File: src/rtl/sfc_pkg.sv
package sfc_pkg;
    localparam int ADDR_BYTES = 3;
    localparam int DATA_BYTES = 4;
    localparam int ADDR_W     = 8 * ADDR_BYTES;
    localparam int DATA_W     = 8 * DATA_BYTES;

    localparam logic [2:0] REG_CMD  = 3'd0;
    localparam logic [2:0] REG_ADDR = 3'd1;
    localparam logic [2:0] REG_DATA = 3'd2;
    localparam logic [2:0] REG_STAT = 3'd3;
    localparam logic [2:0] REG_TIME = 3'd4;
    localparam logic [2:0] REG_IDLE = 3'd5;

    localparam int STAT_PEND_BIT = 22;
    localparam int STAT_ERR_BIT  = 29;

    typedef enum logic [2:0] {
        PH_OP   = 3'd0,
        PH_ADDR = 3'd1,
        PH_DUM  = 3'd2,
        PH_DATA = 3'd3,
        PH_END  = 3'd4
    } phase_t;

    typedef enum logic [1:0] {
        ST_IDLE  = 2'd0,
        ST_SHIFT = 2'd1,
        ST_FIN   = 2'd2
    } seq_st_t;

    typedef struct packed {
        logic [7:0] opcode;
        logic       wr;
        logic [2:0] dlen;
        logic       keep;
        logic [3:0] dum;
        logic [2:0] alen;
        logic [2:0] csi;
    } cmd_t;

    typedef struct packed {
        logic [3:0] per;
        logic [3:0] rise;
        logic [3:0] fall;
    } timing_t;
endpackage

File: src/rtl/sfc_bitclk.sv
module sfc_bitclk
    import sfc_pkg::*;
(
    input  logic    clk,
    input  logic    rst_n,
    input  logic    run,
    input  timing_t tcfg,
    output logic    sck_o,
    output logic    fall_stb,
    output logic    rise_stb,
    output logic    bit_end
);
    typedef struct packed {
        logic [3:0] ph;
        logic       sck;
    } clk_state_t;

    clk_state_t q, d;
    logic [3:0] per_eff;

    always_comb begin
        per_eff  = (tcfg.per < 4'd2) ? 4'd2 : tcfg.per;
        fall_stb = run && (q.ph == tcfg.fall);
        rise_stb = run && (q.ph == tcfg.rise);
        bit_end  = run && (q.ph == per_eff - 4'd1);
        d = q;
        if (!run) begin
            d.ph  = '0;
            d.sck = 1'b1;
        end else begin
            d.ph = bit_end ? 4'd0 : q.ph + 4'd1;
            if (fall_stb)      d.sck = 1'b0;
            else if (rise_stb) d.sck = 1'b1;
        end
    end

    always_ff @(posedge clk or negedge rst_n) begin
        if (!rst_n) q <= '{ph: 4'd0, sck: 1'b1};
        else        q <= d;
    end

    assign sck_o = q.sck;
endmodule

File: src/rtl/sfc_shift.sv
module sfc_shift (
    input  logic       clk,
    input  logic       rst_n,
    input  logic       load,
    input  logic [7:0] load_byte,
    input  logic       fall_stb,
    input  logic       rise_stb,
    input  logic       bit_end,
    input  logic       miso,
    output logic       mosi,
    output logic [7:0] rx_byte,
    output logic       byte_done
);
    typedef struct packed {
        logic [7:0] tx;
        logic [7:0] rx;
        logic [2:0] cnt;
        logic       mosi;
    } sh_state_t;

    sh_state_t q, d;

    always_comb begin
        byte_done = bit_end && (q.cnt == 3'd7);
        rx_byte   = rise_stb ? {q.rx[6:0], miso} : q.rx;
        d = q;
        if (fall_stb) d.mosi = q.tx[7];
        if (rise_stb) d.rx   = {q.rx[6:0], miso};
        if (bit_end) begin
            d.cnt = q.cnt + 3'd1;
            d.tx  = {q.tx[6:0], 1'b0};
        end
        if (load) begin
            d.tx  = load_byte;
            d.cnt = '0;
        end
    end

    always_ff @(posedge clk or negedge rst_n) begin
        if (!rst_n) q <= '0;
        else        q <= d;
    end

    assign mosi = q.mosi;
endmodule

File: src/rtl/sfc_seq.sv
module sfc_seq
    import sfc_pkg::*;
(
    input  logic              clk,
    input  logic              rst_n,
    input  logic              start,
    input  cmd_t              cmd,
    input  logic [ADDR_W-1:0] addr,
    input  logic [DATA_W-1:0] wdata,
    input  logic              idle_bit,
    input  logic              byte_done,
    input  logic [7:0]        rx_byte,
    output logic              run,
    output logic              load,
    output logic [7:0]        tx_byte,
    output logic              busy,
    output logic              held,
    output logic [2:0]        csi,
    output logic              rd_we,
    output logic [DATA_W-1:0] rd_data
);
    typedef struct packed {
        seq_st_t           st;
        phase_t            ph;
        logic [3:0]        idx;
        cmd_t              cmd;
        logic [ADDR_W-1:0] addr;
        logic [DATA_W-1:0] buf_r;
        logic              held;
        logic [2:0]        csi;
    } seq_state_t;

    seq_state_t q, d;

    function automatic logic [3:0] phase_len(phase_t p, cmd_t c);
        case (p)
            PH_OP:   return 4'd1;
            PH_ADDR: return {1'b0, c.alen};
            PH_DUM:  return c.dum;
            PH_DATA: return {1'b0, c.dlen};
            default: return 4'd0;
        endcase
    endfunction

    // first phase at or after p that carries at least one byte
    function automatic phase_t first_from(phase_t p, cmd_t c);
        phase_t found;
        found = PH_END;
        for (int k = 3; k >= 0; k--) begin
            if (k >= int'(p) && phase_len(phase_t'(k), c) != 4'd0)
                found = phase_t'(k);
        end
        return found;
    endfunction

    function automatic logic [7:0] byte_for(phase_t p, logic [3:0] i, cmd_t c,
                                            logic [ADDR_W-1:0] a,
                                            logic [DATA_W-1:0] b, logic idl);
        logic [ADDR_W-1:0] at;
        logic [DATA_W-1:0] bt;
        at = a >> (8 * (int'(c.alen) - 1 - int'(i)));
        bt = b >> (8 * int'(i));
        case (p)
            PH_OP:   return c.opcode;
            PH_ADDR: return at[7:0];
            PH_DATA: return c.wr ? bt[7:0] : {8{idl}};
            default: return 8'h00;
        endcase
    endfunction

    always_comb begin
        d     = q;
        load  = 1'b0;
        rd_we = 1'b0;
        case (q.st)
            ST_IDLE: begin
                if (start) begin
                    d.cmd   = cmd;
                    d.addr  = addr;
                    d.buf_r = cmd.wr ? wdata : '0;
                    d.csi   = q.held ? q.csi : cmd.csi;
                    d.held  = 1'b1;
                    d.idx   = '0;
                    d.ph    = first_from(q.held ? PH_ADDR : PH_OP, cmd);
                    if (d.ph == PH_END) begin
                        d.st = ST_FIN;
                    end else begin
                        d.st = ST_SHIFT;
                        load = 1'b1;
                    end
                end
            end
            ST_SHIFT: begin
                if (byte_done) begin
                    if (q.ph == PH_DATA && !q.cmd.wr)
                        d.buf_r[{q.idx[1:0], 3'b000} +: 8] = rx_byte;
                    if (q.idx + 4'd1 < phase_len(q.ph, q.cmd)) begin
                        d.idx = q.idx + 4'd1;
                        load  = 1'b1;
                    end else begin
                        d.idx = '0;
                        d.ph  = first_from(phase_t'(q.ph + 3'd1), q.cmd);
                        if (d.ph == PH_END) d.st = ST_FIN;
                        else                load = 1'b1;
                    end
                end
            end
            default: begin
                if (!q.cmd.keep) d.held = 1'b0;
                rd_we = !q.cmd.wr && (q.cmd.dlen != 3'd0);
                d.st  = ST_IDLE;
            end
        endcase
        tx_byte = byte_for(d.ph, d.idx, d.cmd, d.addr, d.buf_r, idle_bit);
    end

    always_ff @(posedge clk or negedge rst_n) begin
        if (!rst_n) q <= '{st: ST_IDLE, ph: PH_OP, default: '0};
        else        q <= d;
    end

    assign run     = (q.st == ST_SHIFT);
    assign busy    = (q.st != ST_IDLE);
    assign held    = q.held;
    assign csi     = q.csi;
    assign rd_data = q.buf_r;
endmodule

File: src/rtl/sfc_cmd_engine.sv
module sfc_cmd_engine
    import sfc_pkg::*;
#(
    parameter int NUM_CS = 2
) (
    input  logic              clk,
    input  logic              rst_n,
    input  logic              reg_wr,
    input  logic [2:0]        reg_addr,
    input  logic [31:0]       reg_wdata,
    output logic [31:0]       reg_rdata,
    output logic              sck_o,
    output logic [NUM_CS-1:0] cs_n_o,
    output logic              mosi_o,
    input  logic              miso_i,
    output logic              wp_n_o,
    output logic              hold_n_o
);
    typedef struct packed {
        logic [ADDR_W-1:0] addr;
        logic [DATA_W-1:0] data;
        timing_t           tcfg;
        logic [3:0]        idle;
        logic              err;
    } regs_t;

    regs_t r_q, r_d;

    cmd_t              dcmd;
    logic              cmd_wr, cmd_bad, start;
    logic              seq_busy, seq_held, seq_run, seq_load, rd_we;
    logic [2:0]        seq_csi;
    logic [7:0]        tx_byte, rx_byte;
    logic [DATA_W-1:0] rd_data;
    logic              fall_stb, rise_stb, bit_end, byte_done, sh_mosi;
    logic              err_now;

    always_comb begin
        dcmd.opcode = reg_wdata[7:0];
        dcmd.wr     = reg_wdata[8];
        dcmd.dlen   = reg_wdata[11:9];
        dcmd.keep   = reg_wdata[15];
        dcmd.dum    = reg_wdata[19:16];
        dcmd.alen   = reg_wdata[22:20];
        dcmd.csi    = reg_wdata[26:24];
        cmd_wr  = reg_wr && (reg_addr == REG_CMD);
        cmd_bad = seq_busy || (dcmd.dlen > 3'(DATA_BYTES));
        start   = cmd_wr && !cmd_bad;

        r_d = r_q;
        if (reg_wr) begin
            case (reg_addr)
                REG_ADDR: r_d.addr = reg_wdata[ADDR_W-1:0];
                REG_DATA: r_d.data = reg_wdata[DATA_W-1:0];
                REG_STAT: if (reg_wdata[STAT_ERR_BIT]) r_d.err = 1'b0;
                REG_TIME: r_d.tcfg = '{per: reg_wdata[3:0], rise: reg_wdata[11:8],
                                       fall: reg_wdata[15:12]};
                REG_IDLE: r_d.idle = reg_wdata[3:0];
                default: ;
            endcase
        end
        if (cmd_wr && cmd_bad) r_d.err  = 1'b1;
        if (rd_we)             r_d.data = rd_data;

        reg_rdata = '0;
        case (reg_addr)
            REG_ADDR: reg_rdata[ADDR_W-1:0] = r_q.addr;
            REG_DATA: reg_rdata[DATA_W-1:0] = r_q.data;
            REG_STAT: begin
                reg_rdata[STAT_PEND_BIT] = seq_busy;
                reg_rdata[STAT_ERR_BIT]  = r_q.err;
            end
            REG_TIME: reg_rdata[15:0] = {r_q.tcfg.fall, r_q.tcfg.rise, 4'b0000, r_q.tcfg.per};
            REG_IDLE: reg_rdata[3:0] = r_q.idle;
            default: ;
        endcase
    end

    always_ff @(posedge clk or negedge rst_n) begin
        if (!rst_n) begin
            r_q      <= '0;
            r_q.tcfg <= '{per: 4'd2, rise: 4'd1, fall: 4'd0};
            r_q.idle <= 4'b1100;
        end else begin
            r_q <= r_d;
        end
    end

    sfc_seq u_seq (
        .clk      (clk),
        .rst_n    (rst_n),
        .start    (start),
        .cmd      (dcmd),
        .addr     (r_q.addr),
        .wdata    (r_q.data),
        .idle_bit (r_q.idle[0]),
        .byte_done(byte_done),
        .rx_byte  (rx_byte),
        .run      (seq_run),
        .load     (seq_load),
        .tx_byte  (tx_byte),
        .busy     (seq_busy),
        .held     (seq_held),
        .csi      (seq_csi),
        .rd_we    (rd_we),
        .rd_data  (rd_data)
    );

    sfc_bitclk u_bitclk (
        .clk     (clk),
        .rst_n   (rst_n),
        .run     (seq_run),
        .tcfg    (r_q.tcfg),
        .sck_o   (sck_o),
        .fall_stb(fall_stb),
        .rise_stb(rise_stb),
        .bit_end (bit_end)
    );

    sfc_shift u_shift (
        .clk      (clk),
        .rst_n    (rst_n),
        .load     (seq_load),
        .load_byte(tx_byte),
        .fall_stb (fall_stb),
        .rise_stb (rise_stb),
        .bit_end  (bit_end),
        .miso     (miso_i),
        .mosi     (sh_mosi),
        .rx_byte  (rx_byte),
        .byte_done(byte_done)
    );

    for (genvar k = 0; k < NUM_CS; k++) begin : g_cs
        assign cs_n_o[k] = !(seq_held && (seq_csi == 3'(k)));
    end

    assign mosi_o   = seq_busy ? sh_mosi : r_q.idle[0];
    assign wp_n_o   = r_q.idle[2];
    assign hold_n_o = r_q.idle[3];
    assign err_now  = r_q.err;
endmodule

File: config.mk
export PLATFORM = sky130hd
export DESIGN_NAME = sfc_cmd_engine
export DESIGN_NICKNAME = d
export VERILOG_FILES = /design/src/rtl/sfc_pkg.sv /design/src/rtl/sfc_bitclk.sv /design/src/rtl/sfc_shift.sv /design/src/rtl/sfc_seq.sv /design/src/rtl/sfc_cmd_engine.sv
export SDC_FILE = /design/constraint.sdc
export NUM_CORES = 1
export LEC_CHECK = 0
export BUFFER_PORTS_ARGS = -buffer_cell sky130_fd_sc_hd__buf_4
export CORE_MARGIN = 2
export CORE_UTILIZATION = 35
export DETAILED_ROUTE_END_ITERATION = 16
export HOLD_SLACK_MARGIN = 0.03
export PLACE_DENSITY = 0.48
export SYNTH_ARGS = -nofsm -noshare
export SYNTH_HDL_FRONTEND = slang
export SYNTH_HIERARCHICAL = 1
export SYNTH_SLANG_ARGS = --single-unit
File: constraint.sdc
create_clock -name clk -period 5.4 [get_ports clk]
set_clock_uncertainty 0.05 [all_clocks]
set_input_delay 0 -clock clk [delete_from_list [all_inputs] [get_ports clk]]
set_output_delay 0 -clock clk [all_outputs]
set_load 0.02 [all_outputs]
==> results.cfg, run 1 <==
[floorplanning]
die_h_um = 180
initial_utilization_pct = 35.6
dieArea_um2 = 32500
core_area_um2 = 30600
die_x_um = 180
rows = 64
io_pins = 77

[synth]
yosys_register_bits = 187
syn_area_um2 = 10900
synthesis.nets = 1217
seq_area_frac_synth_pct = 43.1
yosys_warnings = 6
synth_flop_cell = dfrtp_1
synth_cells = 1153
synth.distinct_cells = 72
yosys-top-cells-area = dfrtp_1 42%, nand2_1 8.0%, mux2i_1 4.6%
synth_top_area_share_pct = 41.9
synth_edf_count = 0
async_reset_ff_share_pct = 100
yosysTopAreaCell = dfrtp_1
avgSynthCellArea_um2 = 9.44

[routing]
wl_per_cell_um = 22.8
num_vias = 8831
finalWirelength_um = 36500
drt_pre_antenna_iters = 5
routed.top_layer = met4
drtIter0Drc = 789
ant_nets = 0
wl_met3_um = 1320
met2_length_um = 17500
drc = 0
vias_per_cell = 5.51
wl_met1_um = 16900

[clocking]
tritoncts = built
clk_pin_slew_worst_paths_ns = 0.07
cts_setup_buffers = 0
clk_latency_ns = 0.44
ctsHtreeMaxLevel = 4
clockBufferDepth = 2
cts_buffers = 17
cts_root_buf = clkbuf_16
cts.sinks = 187

[critical_path]
crit_arrival_ns = 5.36
crit_path_start = r_q[15]
endpoint_kind = flop
start_kind = flop
cp.required_ns = 5.70
crit_fanout = 9
crit_type = reg2reg
rr_startpoint = r_q[15]

[sta]
max_freq_mhz = 197
max_slew_margin_pct = 15.0
rsz0062_at_grt = no
tightestPinTransition_ns = 1.27
post-route-min-period_ns = 5.06
drv_slew = 0
finalCritPeriodShare_pct = 93.8
finalSetupViolations = 0
final-hold-violation-count = 0
timing.final.ws_setup_ns = 0.337
finalSetupTns_ns = 0

[final_layout]
final_cell_mix = 232 x nand2_1, 182 x dfrtp_1, 99 x buf_4, 92 x nor2_1, 57 x a21oi_1
num_antenna_cells = 0
areaGrowthSynthToFinish_pct = 14.1
drive_gt1_share_pct = 17.7
layout_commonest_cell = nand2_1
fin_nets = 1259
finish.utilization_pct = 40.6

[pwr]
p_per_area_nw_per_um2 = 426
leakage_nw = 5.27
vdd_ir_drop_max_mv = 0.226
power.total_w = 0.00528

[grt]
track_usage_pct = 22.9
grt_pass1_vias = 9086
antenna_found_initial = 0
grt_max_degree = 66
grt_pass1_wl_um = 57300
overflow = 0

[run]
max_cap_violations = 0

[place]
dp_hpwl_um = 26100
pre_cts_ws_ns = 0.206
port-buffer-count = 76
place.gp.congestion = 0.884

[min_path]
hold_path_class = in2async

[status]
outcome = finished, final reports clean
## critical path, stage by stage, from the launching register on
cell and delay [ns]:
dfrtp_1 0.44, o31ai_1 0.42, ha_1 0.31, xnor2_1 0.16, a2111oi_4 0.39, and3_1 0.34, and2_2 0.27, nor2b_1 0.41
a211oi_4 0.12, o21ai_0 0.18, o211ai_1 0.27, nor3_1 1.06, a221oi_1 0.25, o31ai_1 0.12, nand2_1 0.07, o21ai_0 0.11
## per-layer routing
layer | GRT usage [%] | vias to the layer above
met5 | 0 | -
met4 | 6.48 | 0
met3 | 3.29 | 46
met2 | 37.9 | 214
met1 | 31.2 | 4440
li1 | - | 4131
## synth_stat cells, drive strengths merged, types with 6 or more instances
| cell | instances |
|---|---|
| nand2 | 232 |
| dfrtp | 182 |
| nor2 | 93 |
| buf | 77 |
| o21ai | 66 |
| mux2 | 61 |
| a21oi | 58 |
| mux2i | 50 |
| clkbuf | 35 |
| a221oi | 28 |
| ha | 25 |
| inv | 25 |
| a22oi | 23 |
| o22ai | 22 |
| nand3 | 20 |
| xor2 | 12 |
| o211ai | 11 |
| o311ai | 11 |
| and3 | 10 |
| nor2b | 9 |
| o31a | 9 |
| o2bb2ai | 8 |
| xnor2 | 7 |
| nand2b | 6 |
| nor3 | 6 |
## through the flow
stage                     hold slack, ns  cells  cell area [um^2]
after floorplan                   -0.346   1153             10900
after global placement           -0.0168   1537             11400
after detailed placement         -0.0190   1537             11400
after CTS                         0.0498   1604             12400
after global routing              0.0849   1604             12400
final                             0.0476   1604             12400
## cells by family after synthesis
family	synth area share, %
compound gates	16.8
xor+xnor	1.75
fa+ha+maj	2.88
buf+inv	7.35
flops	43.1
mux	12.0
simple gates	16.2
## final timing paths
path                       slack [ns]       endpoint  cells after the start
max in group asynchronous        3.94        r_q[34]                      3
min in group clk                 0.06    u_seq/q[74]                      3
max                              0.34  u_shift/q[13]                     15
min reg2reg                      0.43    u_seq/q[39]                      2
min                              0.05        r_q[50]                      2
max reg2reg                      0.34  u_shift/q[13]                     15
## state kept, by name (all words and copies together) (netlist names)
register and count:
u_bitclk/q 4, hold_n_o 1, u_shift/mosi 1, u_seq/q 53, wp_n_o 1, u_seq/held 1, u_bitclk/sck_o 1, r_q 70
u_seq/rd_data 32, u_shift/q 19, u_seq/csi 3, err_now 1
## what timing repair did
item                       4_1_cts  5_1_grt
hold buffers                    35        0
setup endpoints to repair        0        8
hold endpoints to repair       158        0
resized for setup                0        1
## power by group
group / switching, W / internal [W] / total (W)
Combinational: 0.00104 / 0.000733 / 0.00177
Clock: 0.000610 / 0.000711 / 0.00132
Sequential: 0.000379 / 0.00182 / 0.00219
Total: 0.00202 / 0.00326 / 0.00528
## cell type report
class / instances / area, um^2
Clock buffer: 19 / 443
Clock inverter: 13 / 159
Fill cell: 3072 / 18200
Inverter: 25 / 96.3
Multi-Input combinational cell: 829 / 5420
Sequential cell: 187 / 4690
Tap cell: 396 / 495
Timing Repair Buffer: 135 / 1110
No activity file was read; power rests on OpenSTA's default activity.
==> inputs of run 2 (changes only) <==
--- a/config.mk
+++ b/config.mk
@@ -7,10 +7,10 @@
 export LEC_CHECK = 0
 export BUFFER_PORTS_ARGS = -buffer_cell sky130_fd_sc_hd__buf_4
 export CORE_MARGIN = 2
-export CORE_UTILIZATION = 35
+export CORE_UTILIZATION = 45
 export DETAILED_ROUTE_END_ITERATION = 16
 export HOLD_SLACK_MARGIN = 0.03
-export PLACE_DENSITY = 0.48
+export PLACE_DENSITY = 0.59
 export SYNTH_ARGS = -nofsm -noshare
 export SYNTH_HDL_FRONTEND = slang
 export SYNTH_HIERARCHICAL = 1
==> run 2 against run 1 <==
Compared with the run above: total power down 2.1%; fmax grew 1.1%; cell area decreased by 0.58%; critical path type unchanged.
==> results.cfg, run 2 (synthesis results as in run 1) <==
[sta]
finalSetupViolations = 0
max_slew_margin_pct = 26.5
finalCritPeriodShare_pct = 92.8
final-hold-violation-count = 0
post-route-min-period_ns = 5.01
rsz0062_at_grt = no
finalSetupTns_ns = 0
tightestPinTransition_ns = 1.09
timing.final.ws_setup_ns = 0.391
drv_slew = 0
timing.hold.ws_ns = 0.0600
max_freq_mhz = 200

[pwr]
leakage_nw = 5.27
p_per_area_nw_per_um2 = 419
power.total_w = 0.00517
vdd_ir_drop_max_mv = 0.201

[final_layout]
drive_gt1_share_pct = 18.0
areaGrowthSynthToFinish_pct = 13.4
layout_commonest_cell = nand2_1
fin_nets = 1265
regArea_um2 = 4690
num_antenna_cells = 0
largest_reg_flops = 70
fin_area_um2 = 12300
top_register = r_q
fillers = 2200
final_cell_mix = 232 x nand2_1, 182 x dfrtp_1, 104 x buf_4, 92 x nor2_1, 57 x a21oi_1
multi_input_area_um2 = 5420

[run]
max_cap_violations = 0

[routing]
finalWirelength_um = 34400
wl_per_cell_um = 22.5
ant_nets = 0
drt_pre_antenna_iters = 5
drc = 0
drtIter0Drc = 880
num_vias = 8982
vias_per_cell = 5.86

[place]
port-buffer-count = 76
place.gp.congestion = 0.900
dp_hpwl_um = 24500
pre_cts_ws_ns = 0.338
dpl_cell_area_um2 = 11400

[clocking]
clk_latency_ns = 0.43
tritoncts = built
cts_root_buf = clkbuf_16
cts_buffers = 17
ctsHtreeMaxLevel = 4
clockBufferDepth = 2
clk_pin_slew_worst_paths_ns = 0.07
cts.sinks = 187
cts_setup_buffers = 0

[critical_path]
crit_type = reg2reg
rr_startpoint = r_q[16]
crit_arrival_ns = 5.31
timing.critical_path.slowest_cell_delay_ns = 0.46
crit_slowest_cell = nor2_1
cp.required_ns = 5.70
rrSetupSlack_ns = 0.39
endpoint_kind = flop
crit_chain = o31ai_1 -> ha_1 -> xnor2_1 -> a2111oi_4 -> and3_1 -> and2_2 -> nor2b_1 -> a211oi_4 -> nand2_1 -> o21ai_1 -> ha_1 -> inv_1 -> ha_1 -> nor2_1 -> nand2_1 -> o31a_1 -> o311ai_1 -> nand2_1 -> o21ai_1
crit_fanout = 10
rr_worst_depth = 19
start_kind = flop
rr_endpoint = u_shift/q[16]

[grt]
grt_pass1_vias = 8675
overflow = 0
grt_max_degree = 77
antenna_found_initial = 0
track_usage_pct = 27.1
grt_pass1_wl_um = 53100

[min_path]
hp-start = reg_wdata[8]
hold_path_class = in2reg
hold_end = u_seq/q[74]
whs_path_depth = 3

[floorplanning]
io_pins = 77
core_area_um2 = 23600
rows = 56
die_x_um = 159
die_h_um = 159
dieArea_um2 = 25400
initial_utilization_pct = 46.1

[status]
outcome = finished, final reports clean
==> run 2: cell type report <==
cell class              count  area share, %
multi-input cells         829           43.9
flip-flops and latches    187           38.0
repair buffers            141           9.36
clock buffers              21           3.81
well taps                 319           3.24
clock inverters            11          0.903
inverters                  25          0.781
==> run 2: worst max-delay path by stage <==
stage                 from       endpoint  cells past startpoint
6_report           r_q[16]  u_shift/q[16]                     19
5_1_grt            r_q[16]  u_shift/q[16]                     19
3_3_place_gp       r_q[16]  u_shift/q[14]                     19
3_5_place_dp       r_q[16]  u_shift/q[14]                     19
4_1_cts            r_q[16]  u_shift/q[13]                     19
2_1_floorplan  u_seq/q[91]  u_shift/q[12]                     24
==> run 2: repair_timing <==
action	4_1_cts	5_1_grt
hold endpoints to repair	168	0
hold buffers	36	0
setup endpoints to repair	0	7
gates resized for setup	0	1
==> run 2: routing by layer <==
metal	GRT usage (%)	vias up	wire [um]
li1	-	4139	-
met4	7.31	0	758
met1	37.9	4488	15600
met2	43.2	300	16100
met5	0	-	0
met3	5.13	55	2010
==> run 2: stage by stage <==
step / util (%) / std cells
floorplan: - / 1153
global placement: 48.2 / 1465
detailed placement: 48.2 / 1465
CTS: 52.2 / 1533
global route: 52.2 / 1533
finish: 52.2 / 1533
==> run 2: worst max-delay path, delay by kind of cell (launching register included) <==
kind	cells	cell delay, ns
and+or+nand+nor	7	1.74
AOI/OAI and AO/OA	7	1.49
adders and majority gates	3	0.92
DFF	1	0.43
xor gates and xnor gates	1	0.16
buffers and inverters	1	0.12
==> run 2: power breakdown <==
part           switching [W]  internal [W]  leakage, nW
sequential          0.000381       0.00182         2.24
combinational        0.00100      0.000731         2.76
clock               0.000563      0.000679        0.267
total                0.00194       0.00323         5.27
==> inputs of run 3 (changes only) <==
--- a/config.mk
+++ b/config.mk
@@ -11,6 +11,7 @@
 export DETAILED_ROUTE_END_ITERATION = 16
 export HOLD_SLACK_MARGIN = 0.03
 export PLACE_DENSITY = 0.59
+export REMOVE_ABC_BUFFERS = 1
 export SYNTH_ARGS = -nofsm -noshare
 export SYNTH_HDL_FRONTEND = slang
 export SYNTH_HIERARCHICAL = 1
==> run 3 against run 2 <==
Compared with the run above: global-route usage fell by 0.17 points; non-clock buffer count down 3; core utilization up 0.053 points; largest power group unchanged; critical path depth stayed put; worst setup slack barely moved; flip-flop and latch count is the same; via count shrank 0.28%; sequential share of layout area barely moved; fmax is essentially flat; worst hold slack lost 0.00080 ns; routed wire length fell by 2.3%.
==> results.cfg, run 3 (synthesis results as in run 1) <==
[final_layout]
layout_commonest_cell = nand2_1
largest_reg_flops = 70
multi_input_area_um2 = 5420
drive_gt1_share_pct = 18.1
num_antenna_cells = 0
top_register = r_q
areaGrowthSynthToFinish_pct = 13.5
final_cell_mix = 232 x nand2_1, 182 x dfrtp_1, 102 x buf_4, 91 x nor2_1, 57 x a21oi_1
regArea_um2 = 4690
fillers = 2185
finish.utilization_pct = 52.3
fin_nets = 1262

[critical_path]
crit_fanout = 10
crit_buf_inv = 2
crit_chain = o31ai_1 -> ha_1 -> xnor2_1 -> a2111oi_4 -> and3_1 -> and2_2 -> nor2b_1 -> a211oi_4 -> nand2_1 -> o21ai_1 -> ha_1 -> inv_1 -> ha_1 -> inv_1 -> nor2_1 -> o31a_1 -> o311ai_1 -> nand2_1 -> o21ai_1
path_common_cell = ha_1
crit_family = compound AO/OA/AOI/OAI gates
crit_type = reg2reg
crit_slowest_cell = o31ai_1
timing.critical_path.slowest_cell_delay_ns = 0.44
crit_arrival_ns = 5.31
start_kind = flop
crit_cells = 19
rr_worst_depth = 19
endpoint_kind = flop
cp.required_ns = 5.70

[clocking]
clk_pin_slew_worst_paths_ns = 0.07
clk_latency_ns = 0.44
clockBufferDepth = 2
cts_root_buf = clkbuf_16
ctsHtreeMaxLevel = 4
cts.sinks = 187
cts_buffers = 17
tritoncts = built

[grt]
grt_pass1_wl_um = 52900
grt_busiest_layer = met2
grt_max_degree = 92
use_met1_pct = 37.8
overflow = 0
grtUsageMet2_pct = 41.8
track_usage_pct = 26.9
grtUsageMet3_pct = 5.00
antenna_found_initial = 0
grt_pass1_vias = 8930

[place]
place.gp.congestion = 0.904
port-buffer-count = 76
dp_hpwl_um = 23100

[min_path]
whs_path_depth = 3
hold_path_class = in2reg

[routing]
finalWirelength_um = 33700
num_vias = 8957
drc = 0
vias_per_cell = 5.85
drt_pre_antenna_iters = 7
ant_nets = 0
wl_per_cell_um = 22.0
drtIter0Drc = 760

[status]
outcome = finished, final reports clean

[floorplanning]
die_x_um = 159
initial_utilization_pct = 46.1
rows = 56
io_pins = 77
dieArea_um2 = 25400
core_area_um2 = 23600
die_h_um = 159

[sta]
finalCritPeriodShare_pct = 92.8
tightestPinTransition_ns = 1.28
max_slew_margin_pct = 14.2
final-hold-violation-count = 0
finalSetupViolations = 0
drv_slew = 0
max_freq_mhz = 200
rsz0062_at_grt = no
post-route-min-period_ns = 5.01
finalSetupTns_ns = 0

[run]
max_cap_violations = 0

[pwr]
leakage_nw = 5.28
p_per_area_nw_per_um2 = 428
vdd_ir_drop_max_mv = 0.223
power.total_w = 0.00529
[run 3: worst min-delay path, delay by kind of cell]
family | cells | cell delay (ns)
simple gates | 2 | 0.21
buf+inv | 1 | 0.26
[run 3: metrics by stage]
step | area, um^2 | setup WS [ns] | hold slack (ns) | instances
6_report | 12300 | 0.391 | 0.0592 | 1530
3_3_place_gp | 11400 | 0.652 | 0.0809 | 1463
4_1_cts | 12300 | 0.443 | 0.0378 | 1530
5_1_grt | 12300 | 0.000139 | 0.0826 | 1530
3_5_place_dp | 11400 | 0.465 | 0.0739 | 1463
2_1_floorplan | 10200 | -3.90 | -0.346 | 1041
[run 3: cell type report]
| cell class | instances | area share [%] |
|---|---|---|
| flip-flops and latches | 187 | 37.9 |
| multi-input cells | 829 | 43.9 |
| clock buffers | 18 | 3.56 |
| repair buffers | 138 | 9.15 |
| inverters | 25 | 0.780 |
| clock inverters | 14 | 1.46 |
| well taps | 319 | 3.23 |
[run 3: power by group]
group	total [W]	switching, W	internal [W]
Sequential	0.00217	0.000355	0.00182
Clock	0.00134	0.000593	0.000752
Combinational	0.00177	0.00104	0.000738
[run 3: routing by layer]
| layer | vias up | part of all wire, % |
|---|---|---|
| met5 | - | 0 |
| met4 | 0 | 2.6 |
| met3 | 50 | 6.1 |
| met2 | 358 | 46 |
| met1 | 4398 | 45 |
| li1 | 4151 | - |
[run 3: worst paths after layout]
kind	start	slack [ns]	end
worst max-delay path	r_q[15]	0.39	u_shift/q[19]
worst min-delay path	reg_wdata[8]	0.06	u_seq/q[74]
worst max register to register	r_q[15]	0.39	u_shift/q[19]
worst min register to register	u_seq/q[79]	0.43	u_seq/q[79]
max in group asynchronous	rst_n	3.89	u_shift/q[12]
min in group asynchronous	rst_n	0.15	r_q[7]
[run 3: what timing repair did]
item,CTS,global route
endpoints found under the setup margin,0,4
hold endpoints to repair,184,0
buffers inserted,0,0
hold buffers,35,0
gates resized for setup,0,1
